--- config.mk ---
export PLATFORM = sky130hd
export DESIGN_NAME = owire_slave_phy
export DESIGN_NICKNAME = d
export VERILOG_FILES = /design/src/rtl/owire_pkg.sv /design/src/rtl/owire_line_sync.sv /design/src/rtl/owire_low_timer.sv /design/src/rtl/owire_slot_fsm.sv /design/src/rtl/owire_slave_phy.sv
export SDC_FILE = /design/constraint.sdc
export NUM_CORES = 1
export LEC_CHECK = 0
export ABC_CLOCK_PERIOD_IN_PS = 2950
export BUFFER_PORTS_ARGS = -buffer_cell sky130_fd_sc_hd__clkbuf_2
export CAP_MARGIN = 20
export CORE_MARGIN = 1
export CORE_UTILIZATION = 55
export CTS_BUF_LIST = sky130_fd_sc_hd__clkbuf_4 sky130_fd_sc_hd__clkbuf_8
export DETAILED_ROUTE_END_ITERATION = 7
export PLACE_DENSITY = 0.81
export RECOVER_POWER = 25
export SLEW_MARGIN = 20
export SYNTH_ARGS = -nofsm -noshare
export SYNTH_HDL_FRONTEND = slang
export SYNTH_SLANG_ARGS = --single-unit
--- constraint.sdc ---
create_clock -name clk -period 2.95 [get_ports clk]
set_input_delay 0.1475 -clock clk [delete_from_list [all_inputs] [get_ports clk]]
set_output_delay 0.1475 -clock clk [all_outputs]
set_load 0.01 [all_outputs]
--- src/rtl/owire_pkg.sv ---
package owire_pkg;

   // Microsecond figures of the two speed sets
   localparam int unsigned STD_PRES_WAIT_US = 30;
   localparam int unsigned STD_PRES_LOW_US  = 120;
   localparam int unsigned STD_SAMPLE_US    = 30;
   localparam int unsigned STD_HOLD_US      = 30;
   localparam int unsigned OD_PRES_WAIT_US  = 3;
   localparam int unsigned OD_PRES_LOW_US   = 10;
   localparam int unsigned OD_SAMPLE_US     = 3;
   localparam int unsigned OD_HOLD_US       = 3;
   localparam int unsigned BUS_RESET_US     = 480;

   typedef enum logic [2:0] {
      PHY_IDLE,
      PHY_WRITE_SLOT,
      PHY_READ_SLOT,
      PHY_WAIT_HIGH,
      PHY_RESET_LOW,
      PHY_PRES_WAIT,
      PHY_PRES_LOW
   } phy_state_e;

endpackage

--- src/rtl/owire_line_sync.sv ---
module owire_line_sync #(
   parameter int unsigned STAGES = 2
) (
   input  logic clk,
   input  logic rst_n,
   input  logic line_raw,
   output logic line_s,
   output logic fall
);

   logic [STAGES-1:0] chain;
   logic              line_q;

   generate
      if (STAGES < 2) begin : g_bad_stages
         $error("owire_line_sync: STAGES must be 2 or more");
      end
      for (genvar i = 0; i < STAGES; i++) begin : g_stage
         if (i == 0) begin : g_first
            always_ff @(posedge clk or negedge rst_n) begin
               if (!rst_n) chain[0] <= 1'b1;
               else        chain[0] <= line_raw;
            end
         end else begin : g_next
            always_ff @(posedge clk or negedge rst_n) begin
               if (!rst_n) chain[i] <= 1'b1;
               else        chain[i] <= chain[i-1];
            end
         end
      end
   endgenerate

   assign line_s = chain[STAGES-1];

   always_ff @(posedge clk or negedge rst_n) begin
      if (!rst_n) line_q <= 1'b1;
      else        line_q <= line_s;
   end

   assign fall = line_q & ~line_s;

endmodule

--- src/rtl/owire_low_timer.sv ---
module owire_low_timer #(
   parameter int unsigned LIMIT = 960
) (
   input  logic clk,
   input  logic rst_n,
   input  logic line_s,
   output logic hit
);

   localparam int unsigned W = $clog2(LIMIT + 1);
   localparam logic [W-1:0] LIM      = W'(LIMIT);
   localparam logic [W-1:0] LIM_LAST = W'(LIMIT - 1);

   logic [W-1:0] low_cnt;

   generate
      if (LIMIT < 2) begin : g_bad_limit
         $error("owire_low_timer: LIMIT must be 2 or more");
      end
   endgenerate

   always_ff @(posedge clk or negedge rst_n) begin
      if (!rst_n) begin
         low_cnt <= '0;
         hit     <= 1'b0;
      end else begin
         hit <= 1'b0;
         if (line_s) begin
            low_cnt <= '0;
         end else begin
            if (low_cnt != LIM) low_cnt <= low_cnt + 1'b1;
            if (low_cnt == LIM_LAST) hit <= 1'b1;
         end
      end
   end

   // reset strobe only after a low line, and only one cycle wide
   p_hit_after_low_r2: assert property (@(posedge clk) disable iff (!rst_n)
      hit |-> $past(!line_s));
   p_hit_single_r2: assert property (@(posedge clk) disable iff (!rst_n)
      hit |=> !hit);

endmodule

--- src/rtl/owire_slot_fsm.sv ---
module owire_slot_fsm
   import owire_pkg::*;
#(
   parameter int unsigned CLKS_PER_US = 50
) (
   input  logic clk,
   input  logic rst_n,
   input  logic overdrive,
   input  logic line_s,
   input  logic fall,
   input  logic rst_hit,
   input  logic tx_valid,
   input  logic tx_bit,
   output logic drive_low,
   output logic rx_valid,
   output logic rx_bit,
   output logic tx_ack
);

   localparam int unsigned CW = $clog2(STD_PRES_LOW_US * CLKS_PER_US + 1);
   localparam logic [CW-1:0] S_PDH  = CW'(STD_PRES_WAIT_US * CLKS_PER_US);
   localparam logic [CW-1:0] S_PDL  = CW'(STD_PRES_LOW_US  * CLKS_PER_US);
   localparam logic [CW-1:0] S_SAMP = CW'(STD_SAMPLE_US    * CLKS_PER_US);
   localparam logic [CW-1:0] S_HOLD = CW'(STD_HOLD_US      * CLKS_PER_US);
   localparam logic [CW-1:0] O_PDH  = CW'(OD_PRES_WAIT_US  * CLKS_PER_US);
   localparam logic [CW-1:0] O_PDL  = CW'(OD_PRES_LOW_US   * CLKS_PER_US);
   localparam logic [CW-1:0] O_SAMP = CW'(OD_SAMPLE_US     * CLKS_PER_US);
   localparam logic [CW-1:0] O_HOLD = CW'(OD_HOLD_US       * CLKS_PER_US);

   phy_state_e    state;
   logic [CW-1:0] cnt;
   logic          send_q;
   logic [CW-1:0] t_pdh, t_pdl, t_samp, t_hold;

   always_comb begin
      t_pdh  = overdrive ? O_PDH  : S_PDH;
      t_pdl  = overdrive ? O_PDL  : S_PDL;
      t_samp = overdrive ? O_SAMP : S_SAMP;
      t_hold = overdrive ? O_HOLD : S_HOLD;
   end

   always_ff @(posedge clk or negedge rst_n) begin
      if (!rst_n) begin
         state    <= PHY_IDLE;
         cnt      <= '0;
         send_q   <= 1'b1;
         rx_valid <= 1'b0;
         rx_bit   <= 1'b0;
         tx_ack   <= 1'b0;
      end else begin
         rx_valid <= 1'b0;
         tx_ack   <= 1'b0;
         if (rst_hit) begin
            state <= PHY_RESET_LOW;
            cnt   <= '0;
         end else begin
            case (state)
               PHY_IDLE: begin
                  if (fall) begin
                     cnt <= '0;
                     if (tx_valid) begin
                        state  <= PHY_READ_SLOT;
                        send_q <= tx_bit;
                        tx_ack <= 1'b1;
                     end else begin
                        state <= PHY_WRITE_SLOT;
                     end
                  end
               end
               PHY_WRITE_SLOT: begin
                  if (cnt >= t_samp) begin
                     rx_valid <= 1'b1;
                     rx_bit   <= line_s;
                     state    <= PHY_WAIT_HIGH;
                  end else begin
                     cnt <= cnt + 1'b1;
                  end
               end
               PHY_READ_SLOT: begin
                  if (cnt >= t_hold - 1'b1) state <= PHY_WAIT_HIGH;
                  else                      cnt   <= cnt + 1'b1;
               end
               PHY_WAIT_HIGH: begin
                  if (line_s) state <= PHY_IDLE;
               end
               PHY_RESET_LOW: begin
                  if (line_s) begin
                     state <= PHY_PRES_WAIT;
                     cnt   <= '0;
                  end
               end
               PHY_PRES_WAIT: begin
                  if (cnt >= t_pdh - 1'b1) begin
                     state <= PHY_PRES_LOW;
                     cnt   <= '0;
                  end else begin
                     cnt <= cnt + 1'b1;
                  end
               end
               PHY_PRES_LOW: begin
                  if (cnt >= t_pdl - 1'b1) state <= PHY_IDLE;
                  else                     cnt   <= cnt + 1'b1;
               end
               default: state <= PHY_IDLE;
            endcase
         end
      end
   end

   assign drive_low = (state == PHY_PRES_LOW) || (state == PHY_READ_SLOT && !send_q);

   // an acknowledge needs an offered bit and a slot-start edge
   p_ack_needs_valid_r6: assert property (@(posedge clk) disable iff (!rst_n)
      tx_ack |-> $past(tx_valid));
   p_ack_needs_fall_r6: assert property (@(posedge clk) disable iff (!rst_n)
      tx_ack |-> $past(fall));
   // the received-bit strobe lasts one cycle
   p_rx_single_r4: assert property (@(posedge clk) disable iff (!rst_n)
      rx_valid |=> !rx_valid);
   // a recognised reset releases the line on the next edge
   p_reset_releases_r2: assert property (@(posedge clk) disable iff (!rst_n)
      rst_hit |=> !drive_low);
   // the decoded bit is the level seen at the sample point
   p_rx_level_r5: assert property (@(posedge clk) disable iff (!rst_n)
      rx_valid |-> (rx_bit == $past(line_s)));

endmodule

--- src/rtl/owire_slave_phy.sv ---
module owire_slave_phy
   import owire_pkg::*;
#(
   parameter int unsigned CLKS_PER_US = 50,
   parameter int unsigned SYNC_STAGES = 2
) (
   input  logic clk,
   input  logic rst_n,
   input  logic overdrive,
   input  logic dq_in,
   output logic dq_pull_low,
   output logic rx_valid,
   output logic rx_bit,
   output logic reset_seen,
   input  logic tx_valid,
   input  logic tx_bit,
   output logic tx_ack
);

   localparam int unsigned RESET_CYC = BUS_RESET_US * CLKS_PER_US;

   generate
      if (OD_SAMPLE_US * CLKS_PER_US <= SYNC_STAGES + 1) begin : g_bad_rate
         $error("owire_slave_phy: CLKS_PER_US too small for the overdrive sample point");
      end
   endgenerate

   logic line_s;
   logic fall;
   logic rst_hit;

   owire_line_sync #(.STAGES(SYNC_STAGES)) u_sync (
      .clk      (clk),
      .rst_n    (rst_n),
      .line_raw (dq_in),
      .line_s   (line_s),
      .fall     (fall)
   );

   owire_low_timer #(.LIMIT(RESET_CYC)) u_low (
      .clk    (clk),
      .rst_n  (rst_n),
      .line_s (line_s),
      .hit    (rst_hit)
   );

   owire_slot_fsm #(.CLKS_PER_US(CLKS_PER_US)) u_fsm (
      .clk       (clk),
      .rst_n     (rst_n),
      .overdrive (overdrive),
      .line_s    (line_s),
      .fall      (fall),
      .rst_hit   (rst_hit),
      .tx_valid  (tx_valid),
      .tx_bit    (tx_bit),
      .drive_low (dq_pull_low),
      .rx_valid  (rx_valid),
      .rx_bit    (rx_bit),
      .tx_ack    (tx_ack)
   );

   assign reset_seen = rst_hit;

   // a write-bit strobe never coincides with the slave pulling the line
   p_rx_not_driving_r7: assert property (@(posedge clk) disable iff (!rst_n)
      rx_valid |-> !dq_pull_low);

endmodule

# Word level (Yosys, flattened, before mapping)
# Cells that the tools add are included.
# Widths: inputs -> output; s select.
[totals] register_bits=39 out_inout_bits=5
[op_classes] reduce_logical=10 n_lt_le_gt_ge=3 n_addsub=4 n_mux=31 bitwise_logic=3 n_eq_ne=18
[op_table] cell="$mux 13" n=8
[op_table] cell="$pmux 13 s6" n=1
[op_table] cell="$ge 13x13->1" n=3
[op_table] cell="$mux 15" n=2
[op_table] cell="$sub 13x1->13 const B" n=2
[op_table] cell="$mux 3" n=8
[op_table] cell="$pmux 3 s7" n=1
[op_table] cell="$ne 3x3->1 const B" n=6
[op_table] cell="$add 15x1->15 const B" n=1
[op_table] cell="$eq 15x15->1 const B" n=1
[op_table] cell="$ne 15x15->1 const B" n=1
[op_table] cell="$add 13x1->13 const B" n=1
[op_table] cell="$ne 3x2->1 const B" n=4
[op_table] cell="$mux 11" n=1
[op_table] cell="$eq 3x3->1 const B" n=3
[op_table] cell="$mux 1" n=9
[op_table] cell="$reduce_and 7->1" n=1
[op_table] cell="$reduce_bool 7->1" n=1
[op_table] cell="$eq 3x2->1 const B" n=2
[op_table] cell="$reduce_and 6->1" n=1
[op_table] cell="$reduce_and 4->1" n=1
[op_table] cell="$eq 3x1->1 const B" n=1
[op_table] cell="$logic_not 3->1" n=1
[op_table] cell="$reduce_and 3->1" n=1
[op_table] cell="7 further kinds" n=8

# Logic depth before layout (Yosys ltp)
[logic_depth] word_depth=6 ltp_mapped=9 mapped_depth_nobuf=8

# By module
# A second synthesis with hierarchy kept.
[hier_totals] hier_cells=271 hier_area_um2=2600.0
[by_module_without_submodules] mod="owire_slot_fsm" area_per_inst_um2=1586.5 cells_each=174 n_inst=1
[by_module_without_submodules] mod="owire_low_timer" area_per_inst_um2=920.9 cells_each=93 n_inst=1
[by_module_without_submodules] mod="owire_line_sync" area_per_inst_um2=92.6 cells_each=4 n_inst=1

# Least setup slack after synthesis
# No wires, ideal clock.
[synth_path] path_type="reg-to-reg" startpoint="reg u_fsm.cnt[3]" endpoint="reg u_fsm.cnt[7]" setup_slack_ns=0.768 stages_incl_launch_ff=8 t_arrival_ns=2.061 required_time_ns=2.829 synth_period_minus_slack_ns=2.182 n_path_buf=1 cell_sequence="dfrtp_1 -> ha_1 -> and4b_1 -> o311ai_4 -> o221ai_2 -> buf_6 -> a211o_1 -> a22o_1"
[synth_between] elab_chain_len=4 elab_cells_between_ends=14 cone_classes="1 x add/sub; 3 x order compare; 3 x eq/ne; 6 x mux; 1 x reduce/logical"
[synth_lines] item="start: declaration" line_no="owire_slot_fsm.sv:31" rtl="logic [CW-1:0] cnt;"
[synth_lines] item="start signal: assignment" line_no="owire_slot_fsm.sv:76" rtl="cnt <= cnt + 1'b1;"
[synth_lines] item="start signal: assignment" line_no="owire_slot_fsm.sv:81" rtl="else cnt <= cnt + 1'b1;"
[synth_lines] item="start signal: assignment" line_no="owire_slot_fsm.sv:97" rtl="cnt <= cnt + 1'b1;"
[synth_lines] item="$add 13x1->13 / $ge 13x13->1 (equally long branches)"
[synth_lines] item="$mux 13, on equally long branches"
[synth_lines] item="$pmux 13 s6" line_no="owire_slot_fsm.sv:57" rtl="case (state)"
[synth_lines] item="$mux 13" line_no="owire_slot_fsm.sv:53" rtl="if (rst_hit) begin"
# Several ways; a longest one is shown, not always the timed one. The select of a mux whose other input is x is not followed.
# A chain may end at the register's enable or synchronous reset.

# Worst setup path in the final report
[layout_path] startpoint="reg u_fsm.cnt[3]" endpoint="reg u_fsm.cnt[12]"
# The elaborated chain is that of the path after synthesis.

==> results.md <==
- Status: completed
- Total wire length: just over 5000 µm
- Clk_lat worst skew: roughly 0.29 ns
- Buffers on Ports: 10
- Top reg by flops: u_low.low_cnt
- Clock Path Buffers: 2
- Syn avg cell area: 9.35 µm²
- CP Capture Type: flip-flop
- Initial antenna violation count: 0
- # rows: 24
- Via Count: between 2000 and 2500
- Slew @ Worst Pin: ~1.2 ns
- Biggest registers after layout: u_low.low_cnt x15, u_fsm.cnt x13, u_fsm.state x3
- Ys async rst share: 100%
- DRC: 0
- Final hold vios: 0
- Syn Inst Count: roughly 270
- Top-area cell type share of the netlist area: between 30% and 40%
- # IOs: 11
- Cell Area, Synth: approximately 2500 µm²
- Fmax: ~400 MHz
- Number of buffers created by CTS: 5
- Antenna diodes: 0
- Arr. time, crit path: ~2.7 ns
- Final setup violation count: 0
- Worst Hold Class: in -> reg
- TritonCTS clock tree: built
- Root Driver: clkbuf_8
- Layout Area Growth over Synthesis: 9.22%
- Vias in the first global route: 1884
- First-pass GRT wire length: around 8700 µm
- Grt total ovfl: 0
- Peak fanout along the critical path: 8
- Worst EP required: between 3 and 4 ns
- Total die area: between 4000 and 5000 µm²
- DP HPWL: approximately 3500 µm
- Slew Limit Fails: 0
- Yosys warning count: 0
- TritonCTS Sinks: 39
- Die Span Y: ~69 µm
- Setup WS post-layout: between 0.4 and 0.5 ns
- Yosys cell types: between 50 and 60
- Global router's overall resource usage: approximately 22%
- Largest net degree at the start of global routing: 40
- Type of the worst setup path: reg -> reg
- Detailed router's first-iteration violation count: approximately 110
- Top FF cell, synth: dfrtp_1
- Power Density: 382 nW/µm²
- Minimum clock period: 2.47 ns
- Slew headroom: approximately 20%
- Clock Skew: 0.00484 ns
- Worst slack, placed: 0.516 ns
- Setup TNS Final: 0 ns
- Max rail drop VDD: roughly 0.22 mV
- H-tree Lvls: 2
- #FFs+latches synth: 39
- Post-route ant nets: 0
- GPL Wtd Cong: about 0.85
- Pleak: 1.21 nW
- Detailed Routing Iterations Pass 1: 4
- Worst-path clk slew: 0.08 ns
- MaxCap Viol Count: 0
- Core Footprint: between 4000 and 5000 µm²
- Initial Util: between 50% and 60%
- Routed vias/inst: ~6
- Fin crit share: between 80% and 90%
- WL/cell: 15.0 µm
- Largest register FFs: 15
- Layout cells sized above 1: 13.8%
- CP startpoint kind: flip-flop
- R2r setup slk: 0.48 ns
- Most common cell after layout, fill and taps aside: nor2_1
- RSZ-0062 raised after global routing: false
- Synth area leaders: dfrtp_1 35%, ha_1 7.5%, nor2_1 6.0%
- Most frequent cells in the layout: 40 x nor2_1, 35 x dfrtp_1, 18 x nand3_1
- Net count after synthesis: approximately 290
- Layout Nets: between 300 and 400
- Sequential share of the synthesized area: roughly two fifths
- Post-synth top area cell: dfrtp_1
- Die span in x: 69.4 µm
- EDFF count, synth: 0
[cell type report]
cell class                 count  area, µm²
clock buffer                   5       68.8
clock inverter                 3       43.8
fill                         352       1630
inverter                      11       41.3
multi-input combinational    207       1420
sequential                    39        981
tap                           52       65.1
timing repair buffer          18        110
[per-layer routing]
layer  part of all wire [%]  track usage, %
met1                     46            29.9
met2                     50            37.0
met3                    2.9            4.94
met4                   0.66            6.35
met5                      0               0
[critical path, cell delays in order (launching register included)]
cell      delay, ns
dfrtp_1        0.46
ha_1           0.37
and4b_1        0.24
o311ai_4       0.31
o221ai_2       0.25
nor3b_2        0.40
buf_4          0.23
a22o_1         0.14
[final timing paths]
path / endpoint / from / depth (start not counted)
setup / recovery: u_fsm.cnt[12]$_DFFE_PN0P_ / u_fsm.cnt[3]$_DFFE_PN0P_ / 7
hold / removal: u_fsm.send_q$_DFFE_PN1P_ / tx_bit / 2
setup reg to reg: u_fsm.cnt[12]$_DFFE_PN0P_ / u_fsm.cnt[3]$_DFFE_PN0P_ / 7
hold reg to reg: u_sync.line_s$_DFF_PN1_ / u_sync.chain[0]$_DFF_PN1_ / 0
max in group asynchronous: u_low.low_cnt[5]$_DFFE_PN0P_ / rst_n / 3
min in group asynchronous: u_fsm.cnt[0]$_DFFE_PN0P_ / rst_n / 2
[cell usage after synthesis (2+ instances only)]
master and n:
nand4_1 4, dfstp_2 4, nand2_1 15, or2_2 2, dfrtp_1 35, buf_6 2
mux2i_1 3, nand3_1 18, a211o_1 11, clkbuf_1 3, a21o_1 3, nor2_1 40
nand2b_1 3, xnor2_1 6, nor3b_1 2, mux2_2 4, and3_1 3, xor2_1 7
ha_1 15, nor3_1 7, nor3b_2 2, nor2b_1 5, a21oi_1 12, a22o_1 10
nor4_1 4, buf_2 4, or2_1 2, o21ai_0 5, inv_1 11
[kinds of logic (layout without fill, tap and decap cells)]
kind of cell	count (synthesis)	count (layout)	synth area share, %
flops	39	39	39.3
buf+inv	21	37	3.96
simple gates	118	118	24.6
xor+xnor	13	13	4.56
fa+ha+maj	15	15	7.52
compound gates	54	54	17.1
mux	7	7	3.01
[timing repair]
action                                 CTS  global route
hold buffers                             1             1
setup buffers                            0             0
resized for setup                        0             0
endpoints found under the hold margin    1            17
[per-stage QoR]
step	util, %	total power [mW]	instance area [µm²]	instances	hold WS, ns
after floorplan	-	0.579	2500	267	-0.148
after global placement	59.5	0.600	2590	324	0.240
after detailed placement	59.5	0.604	2590	324	0.240
after CTS	62.3	1.05	2710	333	0.0349
after global routing	62.6	1.08	2730	335	0.0849
final	62.6	1.04	2730	335	0.0903
[where the power goes]
part | internal, mW | switching [mW]
Sequential | 0.541 | 0.00597
Clock | 0.252 | 0.195
Combinational | 0.0167 | 0.0314
Total | 0.810 | 0.232
No activity file was read; power rests on OpenSTA's default activity.
